--- src/rtl/sfs_pkg.sv ---
package sfs_pkg;

    localparam int CNT_W  = 14;
    localparam int STAT_W = 5;
    localparam int QDEPTH = 10;
    localparam int ADDR_W = 4;
    localparam int DATA_W = 8;

    typedef struct packed {
        logic [CNT_W-1:0]  count;
        logic [STAT_W-1:0] stat;
    } frame_rec_t;

    localparam int REC_W = $bits(frame_rec_t);

    typedef enum logic [ADDR_W-1:0] {
        A_STAT   = 4'd1,
        A_AUX_LO = 4'd2,
        A_AUX_HI = 4'd3,
        A_CNT_LO = 4'd6,
        A_CNT_HI = 4'd7,
        A_CTRL   = 4'd15
    } reg_addr_t;

    localparam int CTRL_EN_BIT  = 2;
    localparam int CTRL_OVR_BIT = 7;

    function automatic logic [DATA_W-1:0] stat_byte(input logic [STAT_W-1:0] s);
        return {{(DATA_W-STAT_W){1'b0}}, s};
    endfunction

    function automatic logic [DATA_W-1:0] count_lo(input logic [CNT_W-1:0] c);
        return c[DATA_W-1:0];
    endfunction

    function automatic logic [DATA_W-1:0] count_hi(input logic [CNT_W-1:0] c);
        return {{(2*DATA_W-CNT_W){1'b0}}, c[CNT_W-1:DATA_W]};
    endfunction

endpackage

--- src/rtl/sfs_byte_counter.sv ---
module sfs_byte_counter #(
    parameter int W = sfs_pkg::CNT_W
) (
    input  logic         clk,
    input  logic         clr,
    input  logic         byte_rx,
    input  logic         frame_done,
    output logic [W-1:0] cnt
);
    localparam logic [W-1:0] CNT_MAX = {W{1'b1}};

    always_ff @(posedge clk) begin
        if (clr) begin
            cnt <= '0;
        end else if (frame_done) begin
            cnt <= byte_rx ? W'(1) : '0;
        end else if (byte_rx && (cnt != CNT_MAX)) begin
            cnt <= cnt + W'(1);
        end
    end
endmodule

--- src/rtl/sfs_rec_queue.sv ---
module sfs_rec_queue #(
    parameter int DEPTH = sfs_pkg::QDEPTH,
    parameter int W     = sfs_pkg::REC_W
) (
    input  logic                          clk,
    input  logic                          clr,
    input  logic                          push,
    input  logic                          pop,
    input  logic [W-1:0]                  wdata,
    output logic [W-1:0]                  head,
    output logic                          empty,
    output logic                          full,
    output logic                          ovr,
    output logic [$clog2(DEPTH+1)-1:0]    occ
);
    localparam int PTR_W = (DEPTH > 1) ? $clog2(DEPTH) : 1;
    localparam int OCC_W = $clog2(DEPTH+1);
    localparam logic [OCC_W-1:0] DEPTH_V = OCC_W'(DEPTH);
    localparam logic [PTR_W-1:0] LAST_P  = PTR_W'(DEPTH-1);

    logic [W-1:0]     mem [DEPTH];
    logic [PTR_W-1:0] wr_ptr, rd_ptr;
    logic             pop_ok, push_ok, drop;

    function automatic logic [PTR_W-1:0] bump(input logic [PTR_W-1:0] p);
        return (p == LAST_P) ? '0 : p + PTR_W'(1);
    endfunction

    assign empty   = (occ == '0);
    assign full    = (occ == DEPTH_V);
    assign pop_ok  = pop && !empty;
    assign push_ok = push && (!full || pop_ok);
    assign drop    = push && full && !pop_ok;
    assign head    = mem[rd_ptr];

    always_ff @(posedge clk) begin
        if (clr) begin
            wr_ptr <= '0;
            rd_ptr <= '0;
            occ    <= '0;
            ovr    <= 1'b0;
        end else begin
            if (push_ok) wr_ptr <= bump(wr_ptr);
            if (pop_ok)  rd_ptr <= bump(rd_ptr);
            if (push_ok && !pop_ok)      occ <= occ + OCC_W'(1);
            else if (pop_ok && !push_ok) occ <= occ - OCC_W'(1);
            if (drop) ovr <= 1'b1;
        end
    end

    always_ff @(posedge clk) begin
        if (!clr && push_ok) mem[wr_ptr] <= wdata;
    end
endmodule

--- src/rtl/sfs_read_mux.sv ---
module sfs_read_mux
    import sfs_pkg::*;
(
    input  logic [ADDR_W-1:0] addr,
    input  logic              qmode,
    input  logic              empty,
    input  frame_rec_t        head,
    input  logic [STAT_W-1:0] live_stat,
    input  logic [CNT_W-1:0]  live_cnt,
    input  logic [DATA_W-1:0] aux_lo,
    input  logic [DATA_W-1:0] aux_hi,
    input  logic              en,
    input  logic              ovr,
    output logic [DATA_W-1:0] rd_data
);
    logic             from_q;
    logic [CNT_W-1:0] cnt_sel;

    assign from_q  = qmode && !empty;
    assign cnt_sel = from_q ? head.count : live_cnt;

    always_comb begin
        rd_data = '0;
        case (addr)
            A_STAT:   rd_data = stat_byte(from_q ? head.stat : live_stat);
            A_AUX_LO: rd_data = aux_lo;
            A_AUX_HI: rd_data = aux_hi;
            A_CNT_LO: rd_data = qmode ? count_lo(cnt_sel) : aux_lo;
            A_CNT_HI: rd_data = qmode ? count_hi(cnt_sel) : aux_hi;
            A_CTRL: begin
                rd_data[CTRL_EN_BIT]  = en;
                rd_data[CTRL_OVR_BIT] = ovr;
            end
            default:  rd_data = '0;
        endcase
    end
endmodule

--- src/rtl/frame_stat_queue.sv ---
module frame_stat_queue
    import sfs_pkg::*;
#(
    parameter int DEPTH = QDEPTH
) (
    input  logic              clk,
    input  logic              rst,
    input  logic              chan_rst,
    input  logic              sdlc_mode,
    input  logic              byte_rx,
    input  logic              frame_end,
    input  logic              frame_abort,
    input  logic [STAT_W-1:0] live_stat,
    input  logic [DATA_W-1:0] aux_lo,
    input  logic [DATA_W-1:0] aux_hi,
    input  logic              cfg_we,
    input  logic              cfg_en,
    input  logic              rd_en,
    input  logic [ADDR_W-1:0] rd_addr,
    output logic [DATA_W-1:0] rd_data
);
    localparam int OCC_W = $clog2(DEPTH+1);

    logic             en, qmode, q_clr, frame_done, push, pop;
    logic             empty, full, ovr;
    logic [OCC_W-1:0] occ;
    logic [CNT_W-1:0] cnt;
    frame_rec_t       wrec, head;

    always_ff @(posedge clk) begin
        if (rst)         en <= 1'b0;
        else if (cfg_we) en <= cfg_en;
    end

    assign qmode      = en && sdlc_mode;
    assign q_clr      = rst || chan_rst || !qmode;
    assign frame_done = frame_end || frame_abort;
    assign push       = qmode && frame_done;
    assign pop        = qmode && rd_en && (rd_addr == A_STAT);
    assign wrec       = '{count: cnt, stat: live_stat};

    sfs_byte_counter #(.W(CNT_W)) cnt_i (
        .clk        (clk),
        .clr        (rst || chan_rst),
        .byte_rx    (byte_rx),
        .frame_done (frame_done),
        .cnt        (cnt)
    );

    sfs_rec_queue #(.DEPTH(DEPTH), .W(REC_W)) q_i (
        .clk   (clk),
        .clr   (q_clr),
        .push  (push),
        .pop   (pop),
        .wdata (wrec),
        .head  (head),
        .empty (empty),
        .full  (full),
        .ovr   (ovr),
        .occ   (occ)
    );

    sfs_read_mux mux_i (
        .addr      (rd_addr),
        .qmode     (qmode),
        .empty     (empty),
        .head      (head),
        .live_stat (live_stat),
        .live_cnt  (cnt),
        .aux_lo    (aux_lo),
        .aux_hi    (aux_hi),
        .en        (en),
        .ovr       (ovr),
        .rd_data   (rd_data)
    );
endmodule

--- config.mk ---
export PLATFORM = sky130hd
export DESIGN_NAME = frame_stat_queue
export DESIGN_NICKNAME = d
export VERILOG_FILES = /design/src/rtl/sfs_pkg.sv /design/src/rtl/sfs_byte_counter.sv /design/src/rtl/sfs_rec_queue.sv /design/src/rtl/sfs_read_mux.sv /design/src/rtl/frame_stat_queue.sv
export SDC_FILE = /design/constraint.sdc
export NUM_CORES = 1
export LEC_CHECK = 0
export BUFFER_PORTS_ARGS = -buffer_cell sky130_fd_sc_hd__buf_2
export CORE_AREA = 2 2 134 136
export DETAILED_ROUTE_END_ITERATION = 8
export DIE_AREA = 0 0 136 138
export GPL_TIMING_DRIVEN = 0
export PLACE_DENSITY = 0.71
export SYNTH_ARGS = -nofsm -noshare
export SYNTH_HDL_FRONTEND = slang
export SYNTH_SLANG_ARGS = --single-unit
export TNS_END_PERCENT = 5
--- constraint.sdc ---
create_clock -name clk -period 7.9 [get_ports clk]
set_input_delay 1.58 -clock clk [delete_from_list [all_inputs] [get_ports clk]]
set_output_delay 1.58 -clock clk [all_outputs]
set_load 0.005 [all_outputs]
* After elaboration in Yosys (flattened, before gate mapping)
Memory sizes are Yosys's and may differ from the RTL's. A register that Yosys moved wholly into a read port is not among the register bits. Index checks and enable logic that the tools add are counted.
Storage, ports and cells: register bits 28, memory bits (writable) 190, bits of input ports 35, output and inout port bits 8, logic and storage cells 67, memories 1
Memories:
- q_i.mem | depth 10, bits a word 19, read ports 1, clocked after memory_dff 1, wr ports 1, RTL line sfs_rec_queue.sv:21 | logic [W-1:0] mem [DEPTH];
Cells by class: $add $sub $neg 5, equality and inequality tests 10, muxes and demuxes 19, reduce and logical (&&, ||, !) cells 26
Operators by type and width (count):
- two-way mux 14 bit | 3
- two-way mux 4 bit | 6
- case mux 4 bit (5 select lines) | 1
- == test 4 bit, second input constant | 4
- two-way mux 8 bit | 2
- adder 14 x 1 -> 14 bit, second input constant | 1
- != test 14 bit, second input constant | 1
- logical AND 1 bit | 13
- adder 4 x 1 -> 4 bit, second input constant | 3
- case mux 2 bit (5 select lines) | 1
- == test 4 x 2 -> 1 bit, second input constant | 2
- == test 4 x 3 -> 1 bit, second input constant | 2
- zero test 1 bit | 6
- case mux 1 bit (6 select lines) | 1
- two-way mux 5 bit | 1
- case mux 1 bit (5 select lines) | 1
- == test 4 x 1 -> 1 bit, second input constant | 1
- zero test 4 bit | 1
- logical OR 1 bit | 4
- nonzero test 2 bit | 2
- subtractor 4 x 1 -> 4 bit, second input constant | 1
- two-way mux 1 bit | 3

* Depth between registers and ports, before layout
Gate-level depths: netlist of the first run.
depth after elaboration 10, depth in mapped cells 13, mapped depth without buffers 11

* By module
A second synthesis of the first run with hierarchy kept.
Second synthesis, totals: cell total of the unflattened synthesis 668, area total of the unflattened synthesis 9701.8 sq um
Modules (own cells, without submodules):
- sfs_rec_queue | times used 1, cells each 486, area an instance 8264.2 sq um, seq. area each 6045.8 sq um
- sfs_byte_counter | times used 1, cells each 85, area an instance 733.2 sq um, seq. area each 280.3 sq um
- sfs_read_mux | times used 1, cells each 86, area an instance 619.3 sq um, seq. area each 0.0 sq um
- frame_stat_queue | times used 1, cells each 11, area an instance 85.1 sq um, seq. area each 20.0 sq um

* Worst setup path before layout of the first run
No wires, ideal clock.
path type in2reg, from in sdlc_mode, to mem q_i.mem[0][0] (netlist name) (enable), arrival time 4.768 ns, setup slack 2.682 ns, stages on the path 5, path buffers 1, cell sequence and2_1 -> clkbuf_1 -> o21ai_0 -> nor4b_1 -> nor4b_1
Between the ends: longest elaborated chain between the ends 9, elaborated cells on any way between the ends 13, classes of those cells 2 x mux; 11 x reduce/logical
Ends and longest elaborated chain:
- from (decl) | RTL line frame_stat_queue.sv:9 | input logic sdlc_mode,
- logical AND 1 bit * | RTL line frame_stat_queue.sv:35 | assign qmode = en && sdlc_mode;
- logical AND 1 bit (2 in series) | RTL line frame_stat_queue.sv:39 | assign pop = qmode && rd_en && (rd_addr == A_STAT);
- logical AND 1 bit | RTL line sfs_rec_queue.sv:31 | assign pop_ok = pop && !empty;
- logical OR 1 bit | RTL line sfs_rec_queue.sv:32 | assign push_ok = push && (!full || pop_ok);
- logical AND 1 bit | RTL line sfs_rec_queue.sv:32
- logical AND 1 bit * | RTL line sfs_rec_queue.sv:52 | if (!clr && push_ok) mem[wr_ptr] <= wdata;
- two-way mux 1 bit * | RTL line sfs_rec_queue.sv:52
- two-way mux 1 bit (implied by the code) * | RTL line sfs_rec_queue.sv:52
- to (decl) | RTL line sfs_rec_queue.sv:21
Every way passes the cells marked *; elsewhere a longest branch is shown, timed or not.

* Worst setup path in the final report of the first run
from in sdlc_mode, to out rd_data[0]
Between the ends: longest elaborated chain between the ends 5, elaborated cells on any way between the ends 7, classes of those cells 5 x mux; 2 x reduce/logical
Ends and longest elaborated chain:
- logical AND 1 bit * | RTL line frame_stat_queue.sv:35
- logical AND 1 bit | RTL line sfs_read_mux.sv:19 | assign from_q = qmode && !empty;
- two-way mux 14 bit | RTL line sfs_read_mux.sv:20 | assign cnt_sel = from_q ? head.count : live_cnt;
- two-way mux 8 bit (on tied branches) | RTL line sfs_read_mux.sv:29, sfs_read_mux.sv:28
- case mux 2 bit (5 select lines) * | RTL line sfs_read_mux.sv:24 | case (addr)
- to (decl) | RTL line frame_stat_queue.sv:20 | output logic [DATA_W-1:0] rd_data
Marked as above.

==> results of run 1 <==
==> worst max path at each step <==
stage	from	to	slack, ps	depth (start not counted)
floorplan	sdlc_mode	q_i.mem[0][0]	2680	5
global placement	sdlc_mode	q_i.mem[0][0]	-300	6
finish	sdlc_mode	rd_data[0]	2720	7
detailed placement	sdlc_mode	rd_data[0]	2800	8
global route	sdlc_mode	rd_data[1]	2620	8
CTS	sdlc_mode	rd_data[1]	2780	8
==> kinds of logic (layout without fill, tap and decap cells) <==
kind of cell / after synthesis / count (layout) / share of synthesized area, %
AO/OA/AOI/OAI: 73 / 73 / 5.72
multiplexers: 76 / 76 / 13.6
buffers and inverters: 30 / 129 / 1.61
flip-flops: 222 / 222 / 68.1
AND/OR/NAND/NOR: 148 / 148 / 8.93
XOR/XNOR: 14 / 14 / 1.32
adder cells (fa/ha/maj): 5 / 5 / 0.752
==> critical path, cell delays in order <==
cell,delay [ps]
buf_2,110
and2_1,220
clkbuf_1,520
o21ai_1,130
a2111oi_0,650
or4_1,260
buf_2,120
==> cell type report <==
type                    instances  area, µm²  share of cell area, %
clock inverters                 6       32.5                  0.302
repair buffers                 58        412                   3.82
inverters                       3       11.3                  0.104
multi-input cells             316       2860                   26.5
clock buffers                  35        701                   6.50
plain buffers                  27        139                   1.29
flip-flops and latches        222       6350                   58.8
well taps                     229        287                   2.66
==> routing by layer <==
metal / vias to the layer above / GRT usage [%] / part of all wire (%)
met5: - / 0 / 0
met4: 0 / 7.02 / 2.9
met3: 54 / 3.01 / 8.2
met2: 276 / 39.0 / 49
met1: 2926 / 34.5 / 40
li1: 2488 / - / -
==> stage by stage <==
stage               setup TNS (ps)  hold WS (ps)  worst slack (ps)  instance area (µm²)
CTS                              0           488              2780                10800
global route                     0           513              2620                10800
global placement             -5680           473              -301                 9810
floorplan                        0           426              2680                 9320
finish                           0           501              2720                10800
detailed placement               0           478              2800                10100
==> report_power, final <==
group / internal [mW] / switching (mW)
combinational: 0.0186 / 0.0283
clock: 0.609 / 0.423
sequential: 1.26 / 0.00185
==> cells in the final DEF, fill, tap and decap left out, types with 5 or more instances in the layout <==
cell type,instances
clkbuf_16,23
nor2_1,29
buf_4,5
buf_2,51
o21ai_0,10
and3_1,7
a21oi_1,11
or3_1,10
clkbuf_8,8
or4_1,8
mux2i_1,34
buf_6,12
a2111oi_0,5
xor2_1,9
mux4_2,40
o2111ai_1,7
clkinv_2,5
nand2_1,30
clkbuf_1,18
xnor2_1,5
dfxtp_1,32
edfxtp_1,190
and4_1,5
nor3_1,8
nand3_1,13
a222oi_1,5
==> cell usage after synthesis, drive strengths merged (3+ instances only) <==
cell type  instances  area (µm²)
a22oi              4        30.0
and2               3        18.8
edfxtp           190        5710
o21ai             13        65.1
nand2             31         119
and3               8        55.1
nand3             13        65.1
dfxtp             32         641
nor4               5        43.8
xor2               9        78.8
o211ai             4        30.0
mux2i             34         340
ha                 4        50.1
nor2b              4        25.0
nand2b             4        25.0
xnor2              5        43.8
inv                3        11.3
clkbuf            14        52.6
or4                8        60.1
nor4b              3        41.3
nor3              11        55.1
a21oi             11        55.1
o22ai              3        18.8
o32ai              3        26.3
a222oi             5        50.1
a2111oi            5        43.8
o2111ai            7        61.3
buf               13        86.3
and4               5        43.8
nor3b              5        37.5
or3               10        62.6
nor2              31         116
mux4              40         901
==> sequential cells by signal (all words and copies together) (netlist names), named ones only <==
signal	flops
q_i.ovr	1
q_i.rd_ptr	4
q_i.wr_ptr	4
q_i.occ	4
en	1
cnt_i.cnt	14
q_i.mem	190
==> results.ini, run 1 <==
[synthesis]
synth_nets = 608
postSynthCellCount = 568
synth_cell_type_count = 62
ys_seq_elements = 222
syn_avg_cell_area_um2 = 16.4
synth_area_um2 = 9320
synth_edf_count = 190
synth-main-ff-cell = edfxtp_1
async_reset_ff_share_pct = 0
synth.yosys.seq_area_share_pct = 68.1
ys_warn_count = 0

[placed_design]
dp_hpwl_mm = 15.6
numPortBuffers = 42
place_inst = 855
place_congestion = 0.908

[hold_path]
min_path_cells = 2
whs_endpoint = q_i.ovr
hp-class = flop to flop
worstHoldStart = q_i.ovr

[floorplan]
dieArea_um2 = 18800
start_util_pct = 53.1
die_w_um = 136
num_rows = 49
io_pins = 43
core_area_um2 = 17500
die_y_um = 138

[global_route]
grt_remaining_overflow = 0
antenna_found_initial = 0
first_global_vias = 5727
grt_max_degree = 20
grtUsageTotal_pct = 24.0
grt_pass1_wl_mm = 33.7

[clock_network]
cts_made_buffers = 23
cts_buffer_depth = 3
cts_setup_buffers = 0
htreeDepth = 1
hold_buffers = 0
tritoncts_num_sinks = 222
post_cts_resized = 0
cts_tree = built
root_buffer = clkbuf_16
clock_latency_ps = 500
clk_pin_slew_ps = 60

[finish]
final_nets = 691
antennaDiodeCount = 0
area_growth_pct = 15.8
final_util_pct = 61.5
layout-drive-gt1-share_pct = 24.7
fin_cells = 896
fillers = 1287

[power_and_ir_drop]
peakVddDrop_uv = 187
power_mw = 2.34
power.leakage_nw = 3.66
cellPowerDensity_nw_per_um2 = 217

[sta]
finalSetupViolations = 0
relSlewSlack_pct = 11.1
worst_pin_slew_ps = 1320
min_period_ps = 5180
hold_viol = 0
skew_ps = 11.8
drv_slew = 0
rsz0062_at_grt = no
max_freq_ghz = 0.193
period_share_pct = 65.6

[detailed_routing]
drt_iter0_drc = 675
vias_per_cell = 6.41
drc = 0
drt_pre_antenna_iters = 6
ant_nets = 0
drt-wirelength-per-cell_um = 24.7
totalWireLength_mm = 22.1
vias = 5744

[worst_setup_path]
reg2reg_depth = 6
worstSetupEndpointType = output port
r2r-end = q_i.mem[4][4]
reg2reg_from = en
worstSetupPathType = input port to output port
cp_max_fo = 10
worstPathArrival_ps = 3600
critPathRequiredTime_ps = 6320
start_kind = input port
ff2ff_setup_slack_ps = 4100

[flow_run]
maxCapViolCount = 0

[outcome]
status = completed

(Power assumes the default switching activity.)
==> inputs of run 2 (changes only) <==
- PLACE_DENSITY: 0.71 -> 0.74
- clock period: 7.9 -> 4.3 ns (I/O delays scaled with it)
==> results.ini, run 2 (synthesized netlist as in run 1, its figures left out) <==
[outcome]
status = completed

[placed_design]
dp_slack_ps = -168
numPortBuffers = 42
place_congestion = 0.915
placed_area_um2 = 10000
dp_hpwl_mm = 15.4
place_inst = 854

[finish]
layout_commonest_cell = edfxtp_1
reg_top3 = q_i.mem (190), cnt_i.cnt (14)
fin_area_um2 = 10800
final_nets = 690
final_cell_mix = edfxtp_1 (190), buf_2 (51), mux4_2 (40)
largest_register_ffs = 190
antennaDiodeCount = 0
fin_cells = 895
fillers = 1272
layout-drive-gt1-share_pct = 24.3
largest-register = q_i.mem
area_growth_pct = 15.9

[global_route]
grt_max_degree = 20
grt_remaining_overflow = 0
first_global_vias = 5793
antenna_found_initial = 0
grtUsageTotal_pct = 24.1
grt_pass1_wl_mm = 33.7

[sta]
rsz0062_at_grt = no
drv_slew = 0
max_freq_ghz = 0.241
period_share_pct = 96.4
skew_ps = 10.7
finalWorstSetupSlack_ps = 154
min_period_ps = 4150
relSlewSlack_pct = 30.9
setup_tns_ps = 0
finalSetupViolations = 0
worst_pin_slew_ps = 1040
hold_viol = 0

[clock_network]
root_buffer = clkbuf_16
cts_made_buffers = 23
cts_tree = built
cts_buffer_depth = 3
clk_pin_slew_ps = 60
hold_buffers = 0
htreeDepth = 1
tritoncts_num_sinks = 222
clock_latency_ps = 500

[power_and_ir_drop]
peakVddDrop_uv = 259
power_mw = 4.38
power.leakage_nw = 3.66
cellPowerDensity_nw_per_um2 = 406

[floorplan]
io_pins = 43
num_rows = 49
start_util_pct = 53.1
dieArea_um2 = 18800
core_area_um2 = 17500
die_w_um = 136
die_y_um = 138

[worst_setup_path]
worstSetupEndpointType = output port
path_buf_inv = 3
worstSetupPathType = flop to output port
worst_path_most_repeated_cell = clkbuf_1
crit_family = buffers and inverters
crit_path_top_delay_cell = clkbuf_1
critPathRequiredTime_ps = 3440
crit_chain = clkbuf_1 -> clkbuf_1 -> mux4_2 -> mux2i_1 -> o32ai_1 -> or4_1 -> buf_2
cp_max_fo = 10
cpPeakStageDelay_ps = 600
start_kind = flop
worstPathArrival_ps = 3290

[detailed_routing]
drt-wirelength-per-cell_um = 24.8
totalWireLength_mm = 22.2
vias = 5744
drc = 0
vias_per_cell = 6.42
drt_pre_antenna_iters = 5
drt_iter0_drc = 630
ant_nets = 0

[flow_run]
maxCapViolCount = 0

[hold_path]
hp-class = flop to flop

[run 2: cell types whose count changed in the layout (fill, tap and decap cells not counted)]
cell        previous run  this run
clkinv_2               5         4
bufinv_16              0         3
clkinvlp_4             1         2
nor4b_2                1         0
clkinv_1               0         3
buf_6                 12        13
nor4_4                 0         1
clkbuf_8               8         2
nor4_2                 3         2
clkbuf_2               0         1
nor4b_4                1         2
clkbuf_1              18        17
buf_4                  5         4
buf_16                 2         1
[run 2: worst paths after layout]
path / start / to / slack, ps / depth (start not counted)
max: flop / rd_data[4] / 150 / 7
min: q_i.ovr / q_i.ovr / 510 / 2
max reg2reg: en / q_i.mem[1][0] / 310 / 8
min reg2reg: q_i.ovr / q_i.ovr / 510 / 2
[run 2: per-stage QoR]
step           util, %  hold slack [ps]
5_1_grt           61.6              508
3_3_place_gp      56.0              479
6_report          61.6              508
3_5_place_dp      57.2              491
4_1_cts           61.6              499
2_1_floorplan        -              426
[run 2: cell type report]
type	instances	area [µm²]	share of cell area, %
Tap cell	229	287	2.65
Sequential cell	222	6350	58.7
Inverter	3	11.3	0.104
Buffer	27	140	1.30
Clock buffer	29	618	5.72
Multi-Input combinational cell	316	2880	26.6
Clock inverter	12	136	1.26
Timing Repair Buffer	57	388	3.59
[run 2: power breakdown]
group / switching [mW] / total [mW] / internal (mW) / leakage, nW
Sequential: 0.00341 / 2.32 / 2.31 / 2.18
Clock: 0.784 / 1.98 / 1.19 / 0.366
Combinational: 0.0528 / 0.0869 / 0.0341 / 1.11
[run 2: worst min-delay path, delay by kind of cell, from the launching register on]
family	cells	cell delay [ps]
compound gates	1	50
buf+inv	1	70
flops	1	340
[run 2: per-layer routing]
| layer | global-route usage (%) | routed length (µm) |
|---|---|---|
| met1 | 33.6 | 8870 |
| met2 | 39.9 | 11100 |
| met3 | 2.57 | 1620 |
| met4 | 8.06 | 664 |
| met5 | 0 | 0 |
[run 2: timing repair]
action / CTS / global route
setup buffers: 0 / 0
gates resized for setup: 0 / 3
setup endpoints to repair: 0 / 3
==> inputs of run 3 (changes only) <==
- SETUP_SLACK_MARGIN: unset -> 0.3
==> results.ini, run 3 (synthesized netlist as in run 1, its figures left out) <==
[floorplan]
num_rows = 49
start_util_pct = 53.1
dieArea_um2 = 18800
die_w_um = 136
die_y_um = 138
core_area_um2 = 17500
io_pins = 43

[clock_network]
tritoncts_num_sinks = 222
cts_setup_buffers = 0
clk_pin_slew_ps = 60
cts_tree = built
cts_made_buffers = 23
htreeDepth = 1
root_buffer = clkbuf_16
clock_latency_ps = 500
cts_buffer_depth = 3

[sta]
worst_pin_slew_ps = 1020
min_period_ps = 3970
skew_ps = 8.53
max_freq_ghz = 0.252
fin_hold_ws_ps = 505
period_share_pct = 92.4
finalSetupViolations = 0
drv_slew = 0
hold_viol = 0
rsz0062_at_grt = yes
relSlewSlack_pct = 32.0
finalWorstSetupSlack_ps = 328

[finish]
largest-register = q_i.mem
layout-drive-gt1-share_pct = 24.6
final_util_pct = 61.7
fillers = 1266
layout_commonest_cell = edfxtp_1
final_nets = 690
final_cell_mix = edfxtp_1 (190), buf_2 (47), mux4_2 (40)
antennaDiodeCount = 0
reg_top3 = q_i.mem (190), cnt_i.cnt (14)
fin_area_um2 = 10800
area_growth_pct = 16.1
largest_register_ffs = 190

[flow_run]
maxCapViolCount = 0

[placed_design]
numPortBuffers = 42
placed_area_um2 = 10000
dp_slack_ps = -168
place_congestion = 0.915
dp_hpwl_mm = 15.4

[power_and_ir_drop]
cellPowerDensity_nw_per_um2 = 406
power.leakage_nw = 3.66
peakVddDrop_uv = 261

[detailed_routing]
drt_pre_antenna_iters = 8
drt_iter0_drc = 617
drc = 0
totalWireLength_mm = 22.2
vias = 5736
vias_per_cell = 6.41
drt-wirelength-per-cell_um = 24.8
ant_nets = 0

[global_route]
grt_pass1_wl_mm = 33.7
grt_remaining_overflow = 0
grtUsageTotal_pct = 24.1
antenna_found_initial = 0
first_global_vias = 5785
grt_max_degree = 20

[worst_setup_path]
cp_max_fo = 10
worstSetupEndpointType = output port
crit_chain = or4_1 -> buf_2 -> buf_6 -> a21boi_0 -> a222oi_1 -> o211a_1 -> nand3_1 -> buf_2
worst_path_most_repeated_cell = buf_2
start_kind = flop
crit_path_top_delay_cell = a21boi_0
worstSetupPathType = flop to output port
cpPeakStageDelay_ps = 690
worstPathArrival_ps = 3110
critPathRequiredTime_ps = 3440

[hold_path]
hp-class = flop to flop

[outcome]
status = completed

==> run 3: cell counts in the layout (fill, tap and decap cells not counted) <==
Identical to the previous run, type by type.
==> run 3: routing by layer <==
metal,GRT usage [%],wire length [µm]
met5,0,0
met4,8.06,694
met3,2.57,1660
met2,39.9,11100
met1,33.5,8740
==> run 3: worst paths after layout <==
kind / start / end / slack (ps) / cells past startpoint
setup / recovery: q_i.occ[0] / rd_data[3] / 330 / 8
hold reg to reg: q_i.ovr / q_i.ovr / 500 / 2
setup reg to reg: en / q_i.mem[4][5] / 430 / 7
hold / removal: q_i.ovr / q_i.ovr / 500 / 2
==> run 3: area by class of cell <==
cell class	instances	area [µm²]	share of cell area, %
Timing Repair Buffer	57	388	3.58
Clock buffer	29	618	5.71
Tap cell	229	287	2.65
Inverter	3	11.3	0.104
Clock inverter	12	136	1.26
Multi-Input combinational cell	316	2880	26.6
Sequential cell	222	6350	58.6
Buffer	27	153	1.41
==> run 3: repair_timing <==
action	CTS	global route
gates cloned	0	0
gates resized for setup	7	2
hold endpoints to repair	0	0
hold buffers	0	0
setup endpoints to repair	6	36
==> run 3: report_power, final <==
group	internal, mW	switching (mW)	leakage [nW]
sequential	2.31	0.00336	2.18
clock	1.19	0.790	0.366
combinational	0.0341	0.0526	1.11
total	3.54	0.846	3.66
==> run 3: through the flow <==
step                std cells  total power [mW]  setup TNS [ps]
global placement          839              2.44         -224110
CTS                       895              4.40               0
floorplan                 568              2.40               0
detailed placement        854              2.45           -1550
finish                    895              4.39               0
global route              895              4.48               0
==> run 3: critical path, delay by kind of cell (launching register included) <==
kind | cells | cell delay, ps
buffers and inverters | 3 | 480
AND/OR/NAND/NOR | 2 | 650
AO/OA/AOI/OAI | 3 | 1110
flip-flops | 1 | 390
